File: src/rtl/uart_rx_pkg.sv
package uart_rx_pkg;
   typedef enum logic [2:0] {
      ST_IDLE,
      ST_START,
      ST_DATA,
      ST_PAR,
      ST_STOP,
      ST_HOLD
   } rx_state_e;

   localparam int FLG_FRAME = 0;
   localparam int FLG_PAR   = 1;
   localparam int FLG_BRK   = 2;
   localparam int FLG_OVR   = 3;
   localparam int FLG_W     = 4;
endpackage

File: src/rtl/uart_rx_sync.sv
module uart_rx_sync #(
   parameter int STAGES = 2
) (
   input  logic clk,
   input  logic rst_n,
   input  logic d_in,
   output logic d_out
);
   generate
      if (STAGES == 0) begin : g_bypass
         assign d_out = d_in;
      end else begin : g_chain
         logic [STAGES-1:0] sh_q;
         always_ff @(posedge clk or negedge rst_n) begin
            if (!rst_n) sh_q <= '1;
            else if (STAGES == 1) sh_q <= d_in;
            else sh_q <= {sh_q[STAGES-2:0], d_in};
         end
         assign d_out = sh_q[STAGES-1];
      end
   endgenerate
endmodule

File: src/rtl/uart_rx_frame.sv
module uart_rx_frame
   import uart_rx_pkg::*;
#(
   parameter int OVS    = 16,
   parameter int DATA_W = 8
) (
   input  logic              clk,
   input  logic              rst_n,
   input  logic              rx,
   input  logic              tick,
   input  logic [1:0]        word_len,
   input  logic              par_en,
   input  logic              par_even,
   input  logic              par_stick,
   output logic              done,
   output logic [DATA_W-1:0] data,
   output logic              fe,
   output logic              pe,
   output logic              be,
   output logic              idle
);
   localparam int CW    = $clog2(OVS);
   localparam int IW    = $clog2(DATA_W);
   localparam logic [CW-1:0] MID  = CW'(OVS / 2 - 1);
   localparam logic [CW-1:0] LAST = CW'(OVS - 1);

   rx_state_e         state;
   logic [CW-1:0]     cnt;
   logic [IW-1:0]     bit_idx;
   logic [DATA_W-1:0] shreg;
   logic              par_acc, par_bit, any_high;
   logic [IW-1:0]     last_idx;
   logic              exp_par, brk_now;

   assign last_idx = IW'(4) + IW'(word_len);
   assign exp_par  = par_stick ? ~par_even : (par_even ? par_acc : ~par_acc);
   assign brk_now  = !any_high && !rx;
   assign idle     = (state == ST_IDLE);

   always_ff @(posedge clk or negedge rst_n) begin
      if (!rst_n) begin
         state <= ST_IDLE;  cnt <= '0;  bit_idx <= '0;  shreg <= '0;
         par_acc <= 1'b0;   par_bit <= 1'b0;  any_high <= 1'b0;
         done <= 1'b0;  data <= '0;  fe <= 1'b0;  pe <= 1'b0;  be <= 1'b0;
      end else begin
         done <= 1'b0;
         if (tick) begin
            case (state)
               ST_IDLE: if (!rx) begin
                  state <= ST_START;
                  cnt   <= '0;
               end
               ST_START: if (cnt == MID) begin
                  cnt <= '0;  bit_idx <= '0;  shreg <= '0;
                  par_acc <= 1'b0;  any_high <= 1'b0;
                  state <= rx ? ST_IDLE : ST_DATA;
               end else cnt <= cnt + 1'b1;
               ST_DATA: if (cnt == LAST) begin
                  cnt <= '0;
                  shreg[bit_idx] <= rx;
                  par_acc  <= par_acc ^ rx;
                  any_high <= any_high | rx;
                  if (bit_idx == last_idx) state <= par_en ? ST_PAR : ST_STOP;
                  else bit_idx <= bit_idx + 1'b1;
               end else cnt <= cnt + 1'b1;
               ST_PAR: if (cnt == LAST) begin
                  cnt <= '0;
                  par_bit  <= rx;
                  any_high <= any_high | rx;
                  state    <= ST_STOP;
               end else cnt <= cnt + 1'b1;
               ST_STOP: if (cnt == LAST) begin
                  cnt  <= '0;
                  done <= 1'b1;
                  data <= brk_now ? '0 : shreg;
                  be   <= brk_now;
                  fe   <= !rx && !brk_now;
                  pe   <= par_en && (par_bit != exp_par) && !brk_now;
                  state <= rx ? ST_IDLE : ST_HOLD;
               end else cnt <= cnt + 1'b1;
               ST_HOLD: if (rx) state <= ST_IDLE;
               default: state <= ST_IDLE;
            endcase
         end
      end
   end
endmodule

File: src/rtl/uart_rx_errs.sv
module uart_rx_errs
   import uart_rx_pkg::*;
(
   input  logic              clk,
   input  logic              rst_n,
   input  logic              ovr_hit,
   input  logic              rd_en,
   input  logic [2:0]        rd_flags,
   input  logic              reg_wr,
   input  logic              err_event,
   output logic [FLG_W-1:0]  status,
   output logic              halted
);
   logic [FLG_W-1:0] sets;

   always_comb begin
      sets = '0;
      sets[FLG_OVR] = ovr_hit;
      if (rd_en) begin
         sets[FLG_FRAME] = rd_flags[0];
         sets[FLG_PAR]   = rd_flags[1];
         sets[FLG_BRK]   = rd_flags[2];
      end
   end

   always_ff @(posedge clk or negedge rst_n) begin
      if (!rst_n) begin
         status <= '0;
         halted <= 1'b0;
      end else begin
         status <= (reg_wr ? '0 : status) | sets;
         halted <= (reg_wr ? 1'b0 : halted) | err_event;
      end
   end
endmodule

File: src/rtl/uart_rx_timer.sv
module uart_rx_timer #(
   parameter int OVS     = 16,
   parameter int TO_BITS = 32
) (
   input  logic clk,
   input  logic rst_n,
   input  logic tick,
   input  logic armed,
   output logic fire
);
   localparam int LIMIT = OVS * TO_BITS;
   localparam int CW    = $clog2(LIMIT);

   logic [CW-1:0] cnt;
   logic          spent;

   always_ff @(posedge clk or negedge rst_n) begin
      if (!rst_n) begin
         cnt <= '0;  spent <= 1'b0;  fire <= 1'b0;
      end else begin
         fire <= 1'b0;
         if (!armed) begin
            cnt   <= '0;
            spent <= 1'b0;
         end else if (tick && !spent) begin
            if (cnt == CW'(LIMIT - 1)) begin
               fire  <= 1'b1;
               spent <= 1'b1;
            end else cnt <= cnt + 1'b1;
         end
      end
   end
endmodule

File: src/rtl/uart_rx_core.sv
module uart_rx_core
   import uart_rx_pkg::*;
#(
   parameter int OVS         = 16,
   parameter int DATA_W      = 8,
   parameter int CNT_W       = 5,
   parameter int TO_BITS     = 32,
   parameter int SYNC_STAGES = 2
) (
   input  logic                    clk,
   input  logic                    rst_n,
   input  logic                    rx_in,
   input  logic                    tick16,
   input  logic [1:0]              word_len,
   input  logic                    par_en,
   input  logic                    par_even,
   input  logic                    par_stick,
   input  logic                    fifo_full,
   input  logic [CNT_W-1:0]        fifo_count,
   input  logic                    rd_en,
   input  logic [2:0]              rd_flags,
   input  logic                    reg_wr,
   input  logic                    dma_en,
   output logic                    push,
   output logic [DATA_W+FLG_W-1:0] push_word,
   output logic [FLG_W-1:0]        err_status,
   output logic                    err_event,
   output logic                    timeout_event,
   output logic                    rx_dma_req
);
   generate
      if (DATA_W != 8) begin : g_bad_width
         $error("uart_rx_core: DATA_W must be 8");
      end
      if (OVS < 4 || (OVS % 2) != 0) begin : g_bad_ovs
         $error("uart_rx_core: OVS must be even and at least 4");
      end
      if (TO_BITS < 1) begin : g_bad_to
         $error("uart_rx_core: TO_BITS must be positive");
      end
   endgenerate

   logic              rx_s, f_done, f_fe, f_pe, f_be, line_idle;
   logic [DATA_W-1:0] f_data;
   logic              ovr_hit, ovr_pend, halted, fifo_nz;

   uart_rx_sync #(.STAGES(SYNC_STAGES)) u_sync (
      .clk(clk), .rst_n(rst_n), .d_in(rx_in), .d_out(rx_s)
   );

   uart_rx_frame #(.OVS(OVS), .DATA_W(DATA_W)) u_frame (
      .clk(clk), .rst_n(rst_n), .rx(rx_s), .tick(tick16),
      .word_len(word_len), .par_en(par_en), .par_even(par_even),
      .par_stick(par_stick), .done(f_done), .data(f_data),
      .fe(f_fe), .pe(f_pe), .be(f_be), .idle(line_idle)
   );

   assign push      = f_done && !fifo_full;
   assign ovr_hit   = f_done && fifo_full;
   assign push_word = {ovr_pend, f_be, f_pe, f_fe, f_data};
   assign err_event = ovr_hit || (push && (f_fe || f_pe || f_be));
   assign fifo_nz   = (fifo_count != '0);

   always_ff @(posedge clk or negedge rst_n) begin
      if (!rst_n) ovr_pend <= 1'b0;
      else if (ovr_hit) ovr_pend <= 1'b1;
      else if (push) ovr_pend <= 1'b0;
   end

   uart_rx_errs u_errs (
      .clk(clk), .rst_n(rst_n), .ovr_hit(ovr_hit), .rd_en(rd_en),
      .rd_flags(rd_flags), .reg_wr(reg_wr), .err_event(err_event),
      .status(err_status), .halted(halted)
   );

   uart_rx_timer #(.OVS(OVS), .TO_BITS(TO_BITS)) u_timer (
      .clk(clk), .rst_n(rst_n), .tick(tick16),
      .armed(fifo_nz && line_idle), .fire(timeout_event)
   );

   assign rx_dma_req = dma_en && fifo_nz && !halted;
endmodule

File: config.mk
export PLATFORM = sky130hd
export DESIGN_NAME = uart_rx_core
export DESIGN_NICKNAME = d
export VERILOG_FILES = /design/src/rtl/uart_rx_pkg.sv /design/src/rtl/uart_rx_sync.sv /design/src/rtl/uart_rx_frame.sv /design/src/rtl/uart_rx_errs.sv /design/src/rtl/uart_rx_timer.sv /design/src/rtl/uart_rx_core.sv
export SDC_FILE = /design/constraint.sdc
export NUM_CORES = 1
export LEC_CHECK = 0
export BUFFER_PORTS_ARGS = -buffer_cell sky130_fd_sc_hd__buf_2
export CORE_UTILIZATION = 44
export CTS_BUF_LIST = sky130_fd_sc_hd__clkbuf_8
export DETAILED_ROUTE_END_ITERATION = 12
export SLEW_MARGIN = 10
export SYNTH_ARGS = -nofsm -noshare
export SYNTH_HDL_FRONTEND = slang
export SYNTH_HIERARCHICAL = 1
export SYNTH_SLANG_ARGS = --single-unit
File: constraint.sdc
create_clock -name clk -period 2.42 [get_ports clk]
set_clock_uncertainty 0.2 [all_clocks]
set_input_delay 0.363 -clock clk [delete_from_list [all_inputs] [get_ports clk]]
set_output_delay 0.363 -clock clk [all_outputs]
set_load 0.02 [all_outputs]
# After elaboration in Yosys (flattened, before gate mapping)
# Index checks and enable logic that the tools add are counted.
op_classes:
  bitwise_logic: 6
  add_sub_neg: 4
  n_mux: 50
  multipliers: 0
  n_shift: 0
  reduce_logical: 38
  n_eq_ne: 22
  magnitude_cmp: 2
  n_div: 0
ops:
  columns: ["operator", "count"]
  rows:
  - ["$mux 3", 13]
  - ["$mux 9", 3]
  - ["$mux 8", 3]
  - ["$mux 1", 18]
  - ["$pmux 3 s6", 1]
  - ["$mux 4", 4]
  - ["$pmux 8 s2", 1]
  - ["$logic_and 1x1->1", 12]
  - ["$ne 2x1->1 const B", 6]
  - ["$ne 2x2->1 const B", 6]
  - ["$pmux 4 s3", 1]
  - ["$add 9x1->9 const B", 1]
  - ["$eq 9x9->1 const B", 1]
  - ["$reduce_and 3->1", 3]
  - ["$bwmux 8", 1]
  - ["$reduce_and 4->1", 2]
  - ["$reduce_and 8->1", 1]
  - ["$eq 3x2->1 const B", 2]
  - ["$eq 3x3->1 const B", 2]
  - ["$logic_not 1->1", 6]
  - ["$pmux 3 s2", 1]
  - ["$reduce_bool 2->1", 3]
  - ["$reduce_and 5->1", 1]
  - ["$reduce_bool 5->1", 1]
  - ["other kinds (23)", 29]
word_totals:
  n_memories: 0
  ram_bits: 0
  out_inout_bits: 20
  latchBits: 0
  input_bits: 21
  rom_bits: 0
  reg_bits: 52

# Longest topological paths before layout
depth:
  word_depth: 7
  ltp_mapped: 8

# By module
# Netlist, hierarchy kept.
modules_own_cells:
  columns: ["mod", "cells_per_inst", "area_per_inst_um2", "n_inst", "seq_area_each_um2"]
  rows:
  - ["uart_rx_frame", 203, 1988.2, 1, 825.8]
  - ["uart_rx_timer", 51, 539.3, 1, 275.3]
  - ["uart_rx_errs", 11, 172.7, 1, 125.1]
  - ["uart_rx_core", 14, 128.9, 1, 25.0]
  - ["uart_rx_sync", 2, 52.6, 1, 52.6]

# Worst setup path before layout
# Ideal clock, no wire load.
synth_timing:
  path_kind: "reg2reg"
  start: "register u_timer.cnt[0]"
  end: "register u_timer.cnt[5]"
  path_stages_with_launch: 8
  synth_period_minus_slack_ns: 2.178
  path_slack_ns: 0.242
  arrival_ns: 1.899
  setup_ns: 0.080
  cell_sequence: "dfrtp_1 ha_1 nand3_1 nor2_1 ha_1 or3b_4 or4_1 a21oi_1"
synth_via:
  elab_chain_len: 4
  elab_cells_between_ends: 7
  cone_classes: "1 x add/sub; 2 x eq/ne; 3 x mux; 1 x reduce/logical"
synth_lines:
  columns: ["item", "line", "text"]
  rows:
  - ["from (decl)", "uart_rx_timer.sv:14", "logic [CW-1:0] cnt;"]
  - ["from (signal assigned)", "uart_rx_timer.sv:29", "end else cnt <= cnt + 1'b1;"]
  - ["$add 9x1->9", "uart_rx_timer.sv:29", null]
  - ["$mux 9", "uart_rx_timer.sv:26", "if (cnt == CW'(LIMIT - 1)) begin"]
  - ["$mux 9", "uart_rx_timer.sv:25", "end else if (tick && !spent) begin"]
  - ["$mux 9", "uart_rx_timer.sv:22", "if (!armed) begin"]
# Several ways; a longest one is shown, not always the timed one. The select of a mux whose other input is x is not followed.
# A chain may end at the register's enable or synchronous reset.

# Final worst setup path
layout_timing:
  start: "register u_timer.cnt[0]"
  end: "register u_timer.cnt[7]"
# Same word-level chain as after synthesis.

==> flow_metrics.tcl <==
set metrics [dict create \
    outcome "complete, no violations" \
    synth_edf_count 0 \
    vias 2188 \
    fmax_ghz 0.435 \
    worstHoldStart "rd_flags[0]" \
    pwr-share-seq_pct 50.4 \
    min_to "u_errs/status[0]$_DFF_PN0_" \
    wl_um 5480 \
    netlist_instances 281 \
    power_frac_comb_pct 25.3 \
    final.setup.tns_ns 0 \
    slew_headroom_pct 65.8 \
    vdd_drop_max_uv 295 \
    grt_max_degree 53 \
    path_common_cell "ha_1" \
    cts_buffer_depth 2 \
    h-tree-depth 2 \
    final_cells 399 \
    clk_pin_slew_ns 0.10 \
    critPathRequiredTime_ns 2.45 \
    cp_top_family "simple AND/OR/NAND/NOR gates" \
    syn_nets 306 \
    wire_per_inst_um 13.7 \
    cpPeakStageDelay_ns 0.49 \
    cts-root-buf "clkbuf_8" \
    r2r_cells 7 \
    fin_crit_sh_pct 95.0 \
    arrival_ns 2.33 \
    fin_crit_ns 2.30 \
    r2r_setup_slack_ns 0.12 \
    syn2layout_area_growth_pct 12.2 \
    initial_core_util_pct 45.4 \
    cp_cell_sequence "ha_1 > nand3_1 > nor2_1 > ha_1 > or3b_4 > or4_1 > a21oi_1" \
    synthTopCellsByArea "dfrtp_1, o21ai_0, nand2_1" \
    end_kind "register" \
    cts_buffers 5 \
    hold_depth 2 \
    setup_viol 0 \
    routed_via_density 5.48 \
    yosys.cell_count.top_type "dfrtp_1" \
    grt_pass1_vias 2056 \
    syn_area_sq_mm 0.00288 \
    p_clk_share_pct 24.3 \
    synthArstFlopShare_pct 100 \
    holdWs_ns 0.0734 \
    place_hpwl_um 3790 \
    critPathLaunch "u_timer/cnt[0]$_DFFE_PN0P_" \
    criticalPathCategory "reg2reg" \
    worstSkewPairLatency_ns 0.30 \
    cp.buffers_inverters 0 \
    r2r_end "u_timer/cnt[7]$_DFFE_PN0P_" \
    drv_cap 0 \
    p_int_mw 1.45 \
    final_nets 346 \
    grt_usage_pct 17.0 \
    antenna_cells 0 \
    rsz0062_at_grt "false" \
    cts_sinks 52 \
    dieWidth_um 82.9 \
    hold_viol 0 \
    placed_cells 386 \
    die_h_um 82.9 \
    cts_tree "yes" \
    drc 0 \
    fp-row-count 29 \
    yosysTopAreaCell "dfrtp_1" \
    grt_pass1_wl_um 9740 \
    min_path_type "in2reg" \
    p_leak_nw 1.48 \
    cp_slowest_cell "or4_1" \
    startpoint_type "register" \
    dp_slack_ns 0.0767 \
    drv_slew 0 \
    switching_share_pct 33.4 \
    antenna_found_initial 0 \
    syn_avg_cell_area_sq_um 10.3 \
    yosysTopAreaCellShare_pct 43.4 \
    synth_common_cells "dfrtp_1, nand2_1, o21ai_0, a21oi_1, inv_1" \
    ys_types 71 \
    yosysWarnings 6 \
    ys.flop_type "dfrtp_1" \
    p_switching_mw 0.729 \
    place.gp.congestion 0.836 \
    ant_nets 0 \
    regToRegStartpoint "u_timer/cnt[0]$_DFFE_PN0P_" \
    layout-drive-gt1-share_pct 28.0 \
    grt-ovfl-total 0 \
    io_buffers 40 \
    synth_seq_area_share_pct 45.2 \
    dr.pass1.iters 4 \
    ys_ff_latch 52 \
    core_area_sq_mm 0.00635 \
    fill_cells 592 \
    p_per_area_mw_per_mm2 675 \
    tightest_slew_ns 0.510 \
    drtIter0Drc 90 \
    dieArea_sq_mm 0.00688 \
    setup_ws_ns 0.121 \
    io_pins 41 \
    critPathMaxFanout 7 \
]
worst reg2reg max path: cells and delay by family (launching register included):
family                     cells  cell delay [ns]
AOI/OAI and AO/OA              1             0.15
adders and majority gates      2             0.43
DFF                            1             0.41
and+or+nand+nor                4             1.04
power groups by stage:
stage / clock network (mW) / registers [mW] / logic (mW)
after floorplan: 0 / 1.04 / 0.498
after global placement: 0 / 1.11 / 0.542
after detailed placement: 0 / 1.12 / 0.551
after CTS: 0.549 / 1.10 / 0.555
after global routing: 0.586 / 1.12 / 0.637
final: 0.531 / 1.10 / 0.552
state kept, by name, summed over array words and instances, names as in the netlist, 2 cells and up:
signal               count
u_frame/state            3
u_frame/shreg            8
u_frame/cnt              4
u_sync/g_chain.sh_q      2
u_timer/cnt              9
u_errs/status            4
u_frame/bit_idx          3
u_frame/data             8
final cells by class:
cell class / instances / area [sq um] / area share, %
Timing Repair Buffer: 53 / 315 / 9.76
Sequential cell: 52 / 1300 / 40.3
Tap cell: 77 / 96.3 / 2.98
Multi-Input combinational cell: 198 / 1380 / 42.6
Clock buffer: 6 / 82.6 / 2.56
Clock inverter: 2 / 15.0 / 0.465
Inverter: 11 / 41.3 / 1.28
cell usage in the layout, fill, tap and decap left out, types with 6 or more instances in the layout:
master / n
dfrtp_1: 50
buf_2: 40
nand2_1: 32
o21ai_0: 32
a21oi_1: 14
buf_4: 10
inv_1: 9
nor2_1: 8
a22o_1: 7
nand3_1: 7
clkbuf_8: 6
kinds of logic after synthesis:
kind of cell / count (synthesis) / synth area share [%]
DFF: 52 / 45.2
and+or+nand+nor: 98 / 21.4
buffers and inverters: 32 / 7.25
muxes: 7 / 2.74
adders and majority gates: 4 / 1.74
xor gates and xnor gates: 5 / 1.52
AOI/OAI and AO/OA: 83 / 20.1
per-layer routing:
metal | part of all wire (%) | track usage (%)
met1 | 53 | 25.8
met2 | 41 | 24.4
met3 | 5.1 | 3.38
met4 | 0.99 | 5.02
met5 | 0 | 0
metrics by stage:
stage	util (%)	cell area, sq um	power [mW]
after CTS	50.5	3210	2.20
after floorplan	-	2880	1.53
after global placement	48.7	3090	1.65
final	50.9	3230	2.18
after detailed placement	48.7	3090	1.67
after global routing	50.9	3230	2.34
worst max-delay path by stage:
stage                                       to  slack (ns)  cells after the start
floorplan           u_timer/cnt[5]$_DFFE_PN0P_        0.24                      7
global placement    u_timer/cnt[5]$_DFFE_PN0P_        0.12                      7
detailed placement  u_timer/cnt[5]$_DFFE_PN0P_        0.08                      7
CTS                 u_timer/cnt[7]$_DFFE_PN0P_        0.06                      7
global route        u_timer/cnt[5]$_DFFE_PN0P_        0.02                      7
finish              u_timer/cnt[7]$_DFFE_PN0P_        0.12                      7
timing repair:
action	4_1_cts	5_1_grt
gates resized for setup	0	0
endpoints found under the hold margin	51	0
hold buffers	2	0
endpoints found under the setup margin	0	3
setup buffers	0	2
(Power assumes the default switching activity.)
